## src/rtl/rnd_pkg.sv

```systemverilog
package rnd_pkg;
  typedef enum logic [1:0] {
    RM_NEAR_EVEN = 2'b00,
    RM_TO_ZERO   = 2'b01,
    RM_TO_POS    = 2'b10,
    RM_TO_NEG    = 2'b11
  } rnd_mode_e;

  localparam int TAIL_W = 3;
endpackage

```

## src/rtl/rnd_decide.sv

```systemverilog
module rnd_decide
  import rnd_pkg::*;
(
  input  logic              sign_i,
  input  rnd_mode_e         mode_i,
  input  logic              lsb_i,
  input  logic [TAIL_W-1:0] tail_i,
  output logic              up_o
);
  logic any_tail;
  logic above_half;
  logic at_half;

  assign any_tail   = |tail_i;
  assign at_half    = (tail_i == 3'b100);
  assign above_half = tail_i[2] & (|tail_i[1:0]);

  always_comb begin
    case (mode_i)
      RM_NEAR_EVEN: up_o = above_half | (at_half & lsb_i);
      RM_TO_ZERO:   up_o = 1'b0;
      RM_TO_POS:    up_o = ~sign_i & any_tail;
      RM_TO_NEG:    up_o = sign_i & any_tail;
      default:      up_o = 1'b0;
    endcase
  end

  // an exact value must never be bumped
  always_comb begin
    if (up_o) begin
      assert_exact_no_incr_R9: assert (tail_i != '0);
    end
  end
endmodule

```

## src/rtl/rnd_inc.sv

```systemverilog
module rnd_inc #(
  parameter int W = 6
) (
  input  logic [W-1:0] a_i,
  input  logic         cin_i,
  output logic [W-1:0] sum_o,
  output logic         cout_o
);
  logic [W:0] chain;

  assign chain[0] = cin_i;

  for (genvar i = 0; i < W; i++) begin : g_half_add
    assign sum_o[i]   = a_i[i] ^ chain[i];
    assign chain[i+1] = a_i[i] & chain[i];
  end

  assign cout_o = chain[W];

  // carry out only when every bit wrapped
  always_comb begin
    if (cout_o) begin
      assert_wrap_zero_R7: assert (sum_o == '0);
    end
  end
endmodule

```

## src/rtl/sig_round_unit.sv

```systemverilog
module sig_round_unit
  import rnd_pkg::*;
#(
  parameter int FRAC_W = 6
) (
  input  logic                clk,
  input  logic                rst,
  input  logic                sign_i,
  input  logic [1:0]          mode_i,
  input  logic [FRAC_W+2:0]   frac_i,
  output logic [FRAC_W-1:0]   frac_o,
  output logic                carry_o,
  output logic                inexact_o
);
  localparam int IN_W = FRAC_W + TAIL_W;

  logic [FRAC_W-1:0] kept;
  logic [TAIL_W-1:0] tail;
  logic              bump;
  logic [FRAC_W-1:0] sum;
  logic              cout;
  rnd_mode_e         mode;

  assign kept = frac_i[IN_W-1:TAIL_W];
  assign tail = frac_i[TAIL_W-1:0];
  assign mode = rnd_mode_e'(mode_i);

  rnd_decide u_decide (
    .sign_i (sign_i),
    .mode_i (mode),
    .lsb_i  (kept[0]),
    .tail_i (tail),
    .up_o   (bump)
  );

  rnd_inc #(.W(FRAC_W)) u_inc (
    .a_i    (kept),
    .cin_i  (bump),
    .sum_o  (sum),
    .cout_o (cout)
  );

  always_ff @(posedge clk) begin
    if (rst) begin
      frac_o    <= '0;
      carry_o   <= 1'b0;
      inexact_o <= 1'b0;
    end else begin
      frac_o    <= sum;
      carry_o   <= cout;
      inexact_o <= |tail;
    end
  end

  logic primed;
  always_ff @(posedge clk) begin
    if (rst) primed <= 1'b0;
    else     primed <= 1'b1;
  end

  assert_inexact_R8: assert property (@(posedge clk) disable iff (rst)
    primed |-> (inexact_o == ($past(frac_i[TAIL_W-1:0]) != '0)));

  assert_rtz_trunc_R3: assert property (@(posedge clk) disable iff (rst)
    (primed && $past(mode_i) == 2'b01) |->
      (frac_o == $past(frac_i[IN_W-1:TAIL_W]) && !carry_o));

  assert_pos_neg_trunc_R4: assert property (@(posedge clk) disable iff (rst)
    (primed && $past(mode_i) == 2'b10 && $past(sign_i)) |->
      (frac_o == $past(frac_i[IN_W-1:TAIL_W])));

  assert_neg_pos_trunc_R5: assert property (@(posedge clk) disable iff (rst)
    (primed && $past(mode_i) == 2'b11 && !$past(sign_i)) |->
      (frac_o == $past(frac_i[IN_W-1:TAIL_W])));

  assert_carry_wrap_R7: assert property (@(posedge clk) disable iff (rst)
    carry_o |-> (frac_o == '0 && inexact_o));

  assert_exact_pass_R9: assert property (@(posedge clk) disable iff (rst)
    (primed && $past(frac_i[TAIL_W-1:0]) == '0) |->
      (frac_o == $past(frac_i[IN_W-1:TAIL_W]) && !carry_o));
endmodule

```

## config.mk

```make
export PLATFORM = sky130hd
export DESIGN_NAME = sig_round_unit
export DESIGN_NICKNAME = d
export VERILOG_FILES = /design/src/rtl/rnd_pkg.sv /design/src/rtl/rnd_decide.sv /design/src/rtl/rnd_inc.sv /design/src/rtl/sig_round_unit.sv
export SDC_FILE = /design/constraint.sdc
export NUM_CORES = 1
export LEC_CHECK = 0
export BUFFER_PORTS_ARGS = -buffer_cell sky130_fd_sc_hd__buf_4
export CAP_MARGIN = 30
export CORE_AREA = 5 5 42 44
export CTS_CLUSTER_DIAMETER = 40
export DETAILED_ROUTE_END_ITERATION = 6
export DIE_AREA = 0 0 47 49
export GPL_ROUTABILITY_DRIVEN = 0
export SLEW_MARGIN = 20
export SYNTH_ARGS = -nofsm -noshare
export SYNTH_HDL_FRONTEND = slang
export SYNTH_SLANG_ARGS = --single-unit
```

## constraint.sdc

```tcl
create_clock -name clk -period 2.6 [get_ports clk]
set_clock_uncertainty 0.1 [all_clocks]
set_input_delay 0.39 -clock clk [delete_from_list [all_inputs] [get_ports clk]]
set_output_delay 0.39 -clock clk [all_outputs]
set_load 0.05 [all_outputs]
```

Word level (Yosys, flattened, before mapping)

Cells that the tools add are included.

Flip-flop bits (word level): 8
Bits of input ports: 14

Mux-type cells: 1
Equality and inequality tests: 4
Reductions and logical operators: 3
Bitwise logic cells: 18

Operators by type and width:

| cell                                                 | number |
|---|---|
| bitwise AND 1 bit                                    | 10 |
| bitwise XOR 1 bit                                    | 6 |
| equality test 2 bit (second input constant)          | 2 |
| one-hot mux 1 bit (4 select lines)                   | 1 |
| equality test 3 bit (second input constant)          | 1 |
| OR reduction 3 bit                                   | 1 |
| equality test 2 x 1 -> 1 bit (second input constant) | 1 |
| zero test 2 bit                                      | 1 |
| OR reduction 2 bit                                   | 1 |
| NOT 1 bit                                            | 1 |
| bitwise OR 1 bit                                     | 1 |

Longest topological paths before layout

Gate-level depths: netlist of the first run.

Depth in word-level cells: 10
Gate-level depth with buffers: 9
Mapped depth without buffers: 9

Modules after synthesis

From an unflattened synthesis of the first run, not the netlist that was laid out.

Cells, all modules: 29
Area, all modules: 336.6 um^2

Modules (own cells, without submodules):

| module         | cells each | sequential area each (um^2) | area an instance (um^2) | instances |
|---|---|---|---|---|
| sig_round_unit | 17         | 160.2                       | 212.7                   | 1 |
| rnd_inc        | 6          | 0.0                         | 75.1                    | 1 |
| rnd_decide     | 6          | 0.0                         | 48.8                    | 1 |

Least setup slack after synthesis of the first run

Ideal clock, no wire load.

Path kind: input -> register
Start point: input frac_i[3]
End point: register frac_o[5]
Required time: 2,386 ps
Path buffers: 0
Stages on the path: 9
Slack: 396 ps
Library setup time: 114 ps
Arrival time: 1,991 ps
Cells stage by stage: o31ai_1 > a2111oi_2 > ha_1 > ha_1 > ha_1 > ha_1 > ha_1 > ha_1 > nor2b_1

Word-level cells in the longest chain between the ends: 9

Ends and longest elaborated chain:

| item                               | RTL line             | source |
|---|---|---|
| start: declaration                 | sig_round_unit.sv:10 | `input logic [FRAC_W+2:0] frac_i,` |
| bitwise AND 1 bit                  | rnd_decide.sv:20     | `RM_NEAR_EVEN: up_o = above_half \| (at_half & lsb_i);` |
| bitwise OR 1 bit                   | rnd_decide.sv:20     |  |
| one-hot mux 1 bit (4 select lines) | rnd_decide.sv:19     | `case (mode_i)` |
| bitwise AND 1 bit (*) (5 in a row) | rnd_inc.sv:15        | `assign chain[i+1] = a_i[i] & chain[i];` |
| bitwise XOR 1 bit (*)              | rnd_inc.sv:14        | `assign sum_o[i] = a_i[i] ^ chain[i];` |
| net sum[5]                         | sig_round_unit.sv:20 | `logic [FRAC_W-1:0] sum;` |
| end signal: assignment             | sig_round_unit.sv:49 | `frac_o <= sum;` |
| end: declaration                   | sig_round_unit.sv:11 | `output logic [FRAC_W-1:0] frac_o,` |

The timed path passes the listed nets; every way through them passes the cells marked *.
A chain may end at the register's enable or synchronous reset.

Worst setup path in the final report of the first run

Ends and elaborated chain as after synthesis.

==> results of run 1 <==
cell type report:
cell class                 instances  area [µm²]
clock buffer                       3       22.52
fill                             151       870.8
tap                               16       20.02
timing repair buffer              21       157.7
sequential                         8       160.2
multi-input combinational         19       166.4
inverter                           1       3.754
worst max-delay path, cell delays in order:
cell       delay (ps)
buf_4             110
o31ai_1           280
a2111oi_2         110
ha_1              190
ha_1              180
ha_1              180
ha_1              180
ha_1              180
ha_1              260
nor2b_1           120
registers in the layout (all words and copies together) (netlist names):
signal	count
inexact_o	1
carry_o	1
frac_o	6
layer usage:
| layer | share of wire | GRT usage | routed length [µm] | up-vias |
|---|---|---|---|---|
| met4 | 0.023 | 0.05530 | 15 | 0 |
| met3 | 0.16 | 0.04797 | 106 | 2 |
| li1 | - | - | - | 146 |
| met1 | 0.39 | 0.07709 | 253 | 122 |
| met5 | 0 | 0 | 0 | - |
| met2 | 0.42 | 0.08371 | 267 | 18 |
worst paths after layout:
check	slack (ps)	start	cells past startpoint	endpoint
max	470	frac_i[3]	10	frac_o[5]
min	270	rst	2	frac_o[3]
cells in the final DEF (no fill, tap or decap), drive strengths merged:
cell,count
a2111oi,1
a21boi,1
and3b,1
buf,21
clkbuf,3
dfxtp,8
ha,6
inv,1
nor2,1
nor2b,7
nor3,1
o31ai,1
metrics by stage:
stage,cell area [µm²],std cells
after floorplan,330.3,28
final,530.5,68
after global placement,508.0,65
after CTS,530.5,68
after global routing,530.5,68
after detailed placement,508.0,65
where the power goes:
part           total (mW)  internal [mW]  switching [mW]  leakage [nW]
combinational      0.0742         0.0315          0.0427         0.193
sequential          0.133          0.131         0.00200        0.0665
clock              0.0895         0.0525          0.0371        0.0138
total               0.297          0.215          0.0817         0.273
kinds of logic after synthesis:
kind of cell             Yosys count  synth area share
AND/OR/NAND/NOR                   10            0.1856
flip-flops                         8            0.4848
adder cells (fa/ha/maj)            6            0.2273
AO/OA/AOI/OAI                      3           0.09091
buffers and inverters              1           0.01135
==> impl_results.md, run 1 <==
* Status: completed
* Top-count cell post-synth: dfxtp_1
* Worst EP arrival at 2170 ps
* Largest net degree at the start of global routing at 9
* Hold Path Class: input port to flip-flop
* TNS Setup at 0 ps
* Post-Syn Area per Cell at 11.80 µm²
* Clock Pin Slew Worst Setup and Hold Paths at 50 ps
* P_leak at 0.2735 nW
* Cts bufs inserted at 3
* Yosys Warn Count at 0
* DR vias/cell at approximately 4.2
* TritonCTS clock tree: built
* Area leader, netlist: dfxtp_1
* Worst EP required at 2640 ps
* Die Area at 2303 µm²
* Die W at 47 µm
* Port-buffer cells at 21
* CP endpoint kind: flip-flop
* Actual slew at the worst max-slew pin at 304.5 ps
* # DRC at 0
* Max Freq at 468.8 MHz
* Synth area leaders: dfxtp_1 (48%), ha_1 (23%), nor2b_1 (13%)
* Synthesis-to-finish area growth at 60.61%
* Ys flop type: dfxtp_1
* Clock Tree Buf Depth at 2
* Yosys cell types at 10
* Slew Limit Headroom at 0.7955
* Synthesized Nets at 48
* Crit path launch type: input port
* Peak VDD IR at roughly 0.00021 V
* RSZ-0062 raised after global routing: false
* CP Class: input port to flip-flop
* Largest fanout on the critical path at 2
* Placeable core region at 1401 µm²
* # Max-Cap Violations at 0
* DRT iter0 DRCs at 0
* Fin util at 0.3786
* Pwr/cell area at roughly 560 nW/µm²
* Clock root cell: clkbuf_4
* Yosys reg bits at 8
* Final setup fails at 0
* Vias in the first global route at ~280
* Die Height at 49 µm
* Share of layout cells above drive strength 1 at 0.4808
* Setup Slack @ Placement at around 200 ps
* Sequential area share after synthesis at 0.4848
* First-pass GRT wire length at 1041 µm
* CTS resizes at 0
* Fin crit share at 0.8204
* Cell count after synthesis at 28
* Final WS setup at 466.9 ps
* Grt total ovfl at 0
* Min Tclk post-route at 2133 ps
* Share of the synthesized area in the top cell type at 0.4848
* Std-Cell Rows at 14
* H-tree Lvls at 1
* Hold Worst Slack at 269.6 ps
* DR vias at 288
* Initial DRT Pass Iterations at 1
* IO Count at 22
* Initial antenna violation count at 0
* CTS Hold Bufs at 0
* Ys async rst share at 0
* Final ANT Viol Nets at 0
* Initial Util at 0.2357
* N_diodes at 0
* Post-Syn Area at 330.3 µm²
* Fin nets at 74
* Post-synth EDFFs at 0
* Synth cell count leaders: dfxtp_1 (8), nor2b_1 (7), ha_1 (6)
* Max-slew violations at 0
* Total chip power at approximately 0.3 mW
* Total GRT Usage at 0.06836
* WL final at between 600 and 700 µm
* Post-CTS Setup Inserts at 0
* Sink Count at 8
* Final Hold Vio Count at 0
* Wire per inst at 9.456 µm
(Power assumes the default switching activity.)
==> run 2, diff against run 1 <==
--- a/config.mk
+++ b/config.mk
@@ -5,6 +5,7 @@
 export SDC_FILE = /design/constraint.sdc
 export NUM_CORES = 1
 export LEC_CHECK = 0
+export ABC_AREA = 1
 export BUFFER_PORTS_ARGS = -buffer_cell sky130_fd_sc_hd__buf_4
 export CAP_MARGIN = 30
 export CORE_AREA = 5 5 42 44
==> constraint.sdc (replaced) <==
create_clock -name clk -period 1.8 [get_ports clk]
set_clock_uncertainty 0.1 [all_clocks]
set_input_delay 0.27 -clock clk [delete_from_list [all_inputs] [get_ports clk]]
set_output_delay 0.27 -clock clk [all_outputs]
set_load 0.05 [all_outputs]
==> impl_results.md, run 2 <==
* Status: completed (unchanged)
* Grt met1 use at 0.08370 (was 0.07709)
* Mux contribution to synthesized area at 0 (unchanged)
* Total chip power at 0.4520 mW (was 0.2967 mW)
* WL final at 755 µm (was 643 µm)
* Fin util at 0.4625 (was 0.3786)
* Share of the synthesized area in the top cell type at 0.4429 (was 0.4848)
* First-pass GRT wire length at 1235 µm (was 1041 µm)
* Worst EP required at 1880 ps (was 2640 ps)
* Cell count after synthesis at 44 (was 28)
* Clock root cell: clkbuf_4 (unchanged)
* Finished Cell Area at 648.1 µm² (was 530.5 µm²)
* Vias in the first global route at 332 (was 278)
* Most flop-heavy register: frac_o (unchanged)
* Share of layout cells above drive strength 1 at 0.5000 (was 0.4808)
* DR vias at 338 (was 288)
* Max Freq at 578.5 MHz
* CP endpoint kind: flip-flop (unchanged)
* DRT iter0 DRCs at 2 (was 0)
* Ys flop type: dfxtp_1 (unchanged)
* Std-Cell Rows at 14 (unchanged)
* Total GRT Usage at 0.07752 (was 0.06836)
* GR met3 Demand/Resource at 0.05166 (was 0.04797)
* IO Count at 22 (unchanged)
* Post-route insts no fill at 86 (was 68)
* Synth area leaders: dfxtp_1 (44%), ha_1 (21%), inv_1 (12%) (was dfxtp_1 (48%), ha_1 (23%), nor2b_1 (13%))
* Clock Tree Buf Depth at 2 (unchanged)
* Clock Pin Slew Worst Setup and Hold Paths at 60 ps (was 50 ps)
* Synth cell count leaders: inv_1 (12), dfxtp_1 (8), nor2_1 (8) (was dfxtp_1 (8), nor2b_1 (7), ha_1 (6))
* N_diodes at 0 (unchanged)
* Worst EP arrival at 1810 ps (was 2170 ps)
* Wire per inst at 8.779 µm (was 9.456 µm)
* P_leak at 0.3387 nW (was 0.2735 nW)
* Fin nets at 92 (was 74)
* Sequential area share after synthesis at 0.4429 (was 0.4848)
* Pwr/cell area at 697.5 nW/µm² (was 559.2 nW/µm²)
* Commonest cells after routing, fill and taps aside: buf_4 (23), inv_1 (11), nor2_1 (8), dfxtp_1 (8), ha_4 (5) (was buf_4 (21), dfxtp_1 (8), nor2b_1 (7), ha_1 (6), clkbuf_4 (3))
* Initial antenna violation count at 0 (unchanged)
* Largest regs: frac_o x6, carry_o x1, inexact_o x1 (unchanged)
* Synthesized Nets at 64 (was 48)
* Ys async rst share at 0 (unchanged)
* # fillers at 141 (was 151)
* Die W at 47 µm (unchanged)
* Cts bufs inserted at 3 (unchanged)
* Yosys Warn Count at 0 (unchanged)
* Min Tclk post-route at between 1500 and 2000 ps
* Yosys cell types at 9 (was 10)
* Post-synthesis compound-gate area fraction at 0.02768 (was 0.09091)
* Largest register FFs at 6 (unchanged)
* Synthesis-to-finish area growth at 79.24% (was 60.61%)
* Post-synth EDFFs at 0 (unchanged)
* TritonCTS clock tree: built (unchanged)
* GRT busiest layer: met2 (unchanged)
* Actual slew at the worst max-slew pin at 147.4 ps (was 304.5 ps)
* Final Hold Vio Count at 0 (unchanged)
* # Max-Cap Violations at 0 (unchanged)
* Hold Path Class: input port to flip-flop (unchanged)
* Largest net degree at the start of global routing at 9 (unchanged)
* Initial DRT Pass Iterations at 3 (was 1)
* CP Class: input port to flip-flop (unchanged)
* Area post-placement at 614.3 µm² (was 508.0 µm²)
* Post-Syn Area at 361.6 µm² (was 330.3 µm²)
* Grt total ovfl at 0 (unchanged)
* Post-synthesis simple-gate area fraction at 0.1834 (was 0.1856)
* Max-slew violations at 0 (unchanged)
* Hold Worst Slack at 139.8 ps (was 269.6 ps)
* H-tree Lvls at 1 (unchanged)
* Yosys reg bits at 8 (unchanged)
* Leading cell type in the layout, fill and taps excluded: buf_4 (unchanged)
* Port-buffer cells at 21 (unchanged)
* Final ANT Viol Nets at 0 (unchanged)
* Hold Crit Depth at 2 (unchanged)
* Die Area at 2303 µm² (unchanged)
* Initial Util at 0.2580 (was 0.2357)
* Slew Limit Headroom at 0.9025 (was 0.7955)
* Placeable core region at 1401 µm² (unchanged)
* Die Height at 49 µm (unchanged)
* Peak VDD IR at 0.0002584 V (was 0.0002097 V)
* Multi-input logic area at 216.5 µm² (was 166.4 µm²)
* Area leader, netlist: dfxtp_1 (unchanged)
* # DRC at 0 (unchanged)
* RSZ-0062 raised after global routing: false (unchanged)
* Cells after DPL at 82 (was 65)
* Adder-Cell Fraction of Synth Area at 0.2076 (was 0.2273)
* Crit path launch type: input port (unchanged)
* Top-count cell post-synth: inv_1 (was dfxtp_1)
* Sink Count at 8 (unchanged)
* Final setup fails at 0 (unchanged)
* Post-DP HPWL at ~650 µm
* Grt met2 use at 0.1109 (was 0.08371)
* CTS Hold Bufs at 0 (unchanged)
* Reg area at 160.2 µm² (unchanged)
* Post-Syn Area per Cell at 8.218 µm² (was 11.80 µm²)
* Largest fanout on the critical path at 3 (was 2)
* DR vias/cell at 3.930 (was 4.235)
* Fin crit share at 0.9603
* Largest family of logic cells by synthesized area: adder cells (unchanged)
* Xor/xnor share of the synthesized area at 0 (unchanged)
==> run 2: cell count changes after synthesis <==
cell	change
buf_2	+1
o31ai_1	-1
nor3_1	-1
nand2_1	+4
nand3_1	+2
a2111oi_2	-1
and3b_1	-1
inv_1	+11
nor2_1	+7
a21boi_0	-1
nor2b_1	-7
a21oi_1	+2
nor2_4	+1
==> run 2: cell type report <==
class | instances | area share
clock buffers | 3 | 0.03475
inverters | 12 | 0.06950
flip-flops and latches | 8 | 0.2471
well taps | 16 | 0.03089
repair buffers | 24 | 0.2838
multi-input cells | 23 | 0.3340
==> run 2: worst max-delay path, cell delays in order <==
cell	delay, ps
buf_4	120
nor2_4	80
nand2_1	60
nand3_1	70
nand2_1	50
ha_2	180
ha_4	160
ha_4	150
ha_4	160
ha_4	160
ha_4	250
inv_2	20
nor2_1	80
==> run 2: timing repair <==
action,4_1_cts,5_1_grt
resized for setup,0,2
setup buffers,0,1
setup endpoints to repair,0,1
==> run 2: per-layer routing <==
metal	wire, µm	share of wire	vias up
met3	71	0.094	0
met5	0	0	-
li1	-	-	182
met4	0	0	0
met2	386	0.51	13
met1	297	0.39	143
==> run 2: cells by family (layout without fill, tap and decap cells) <==
kind of cell | after synthesis | after routing
AND/OR/NAND/NOR | 15 | 15
adder cells (fa/ha/maj) | 6 | 6
flip-flops | 8 | 8
buffers and inverters | 13 | 39
AO/OA/AOI/OAI | 2 | 2
==> run 2: through the flow <==
stage | worst slack, ps | TNS, ps
finish | 71.38 | 0
global route | 3.258 | 0
CTS | 24.34 | 0
detailed placement | -225.7 | -448.1
global placement | -214.6 | -394.8
floorplan | -29.53 | -29.53
==> run 2: path summary, 6_finish.rpt <==
kind,start,endpoint
worst max-delay path,frac_i[0],frac_o[5]
worst min-delay path,rst,frac_o[3]
==> run 2: power by group <==
part / internal (mW) / total [mW] / switching (mW) / leakage (nW)
sequential: 0.189 / 0.191 / 0.00268 / 0.0665
combinational: 0.0546 / 0.127 / 0.0726 / 0.258
clock: 0.0761 / 0.133 / 0.0573 / 0.0138
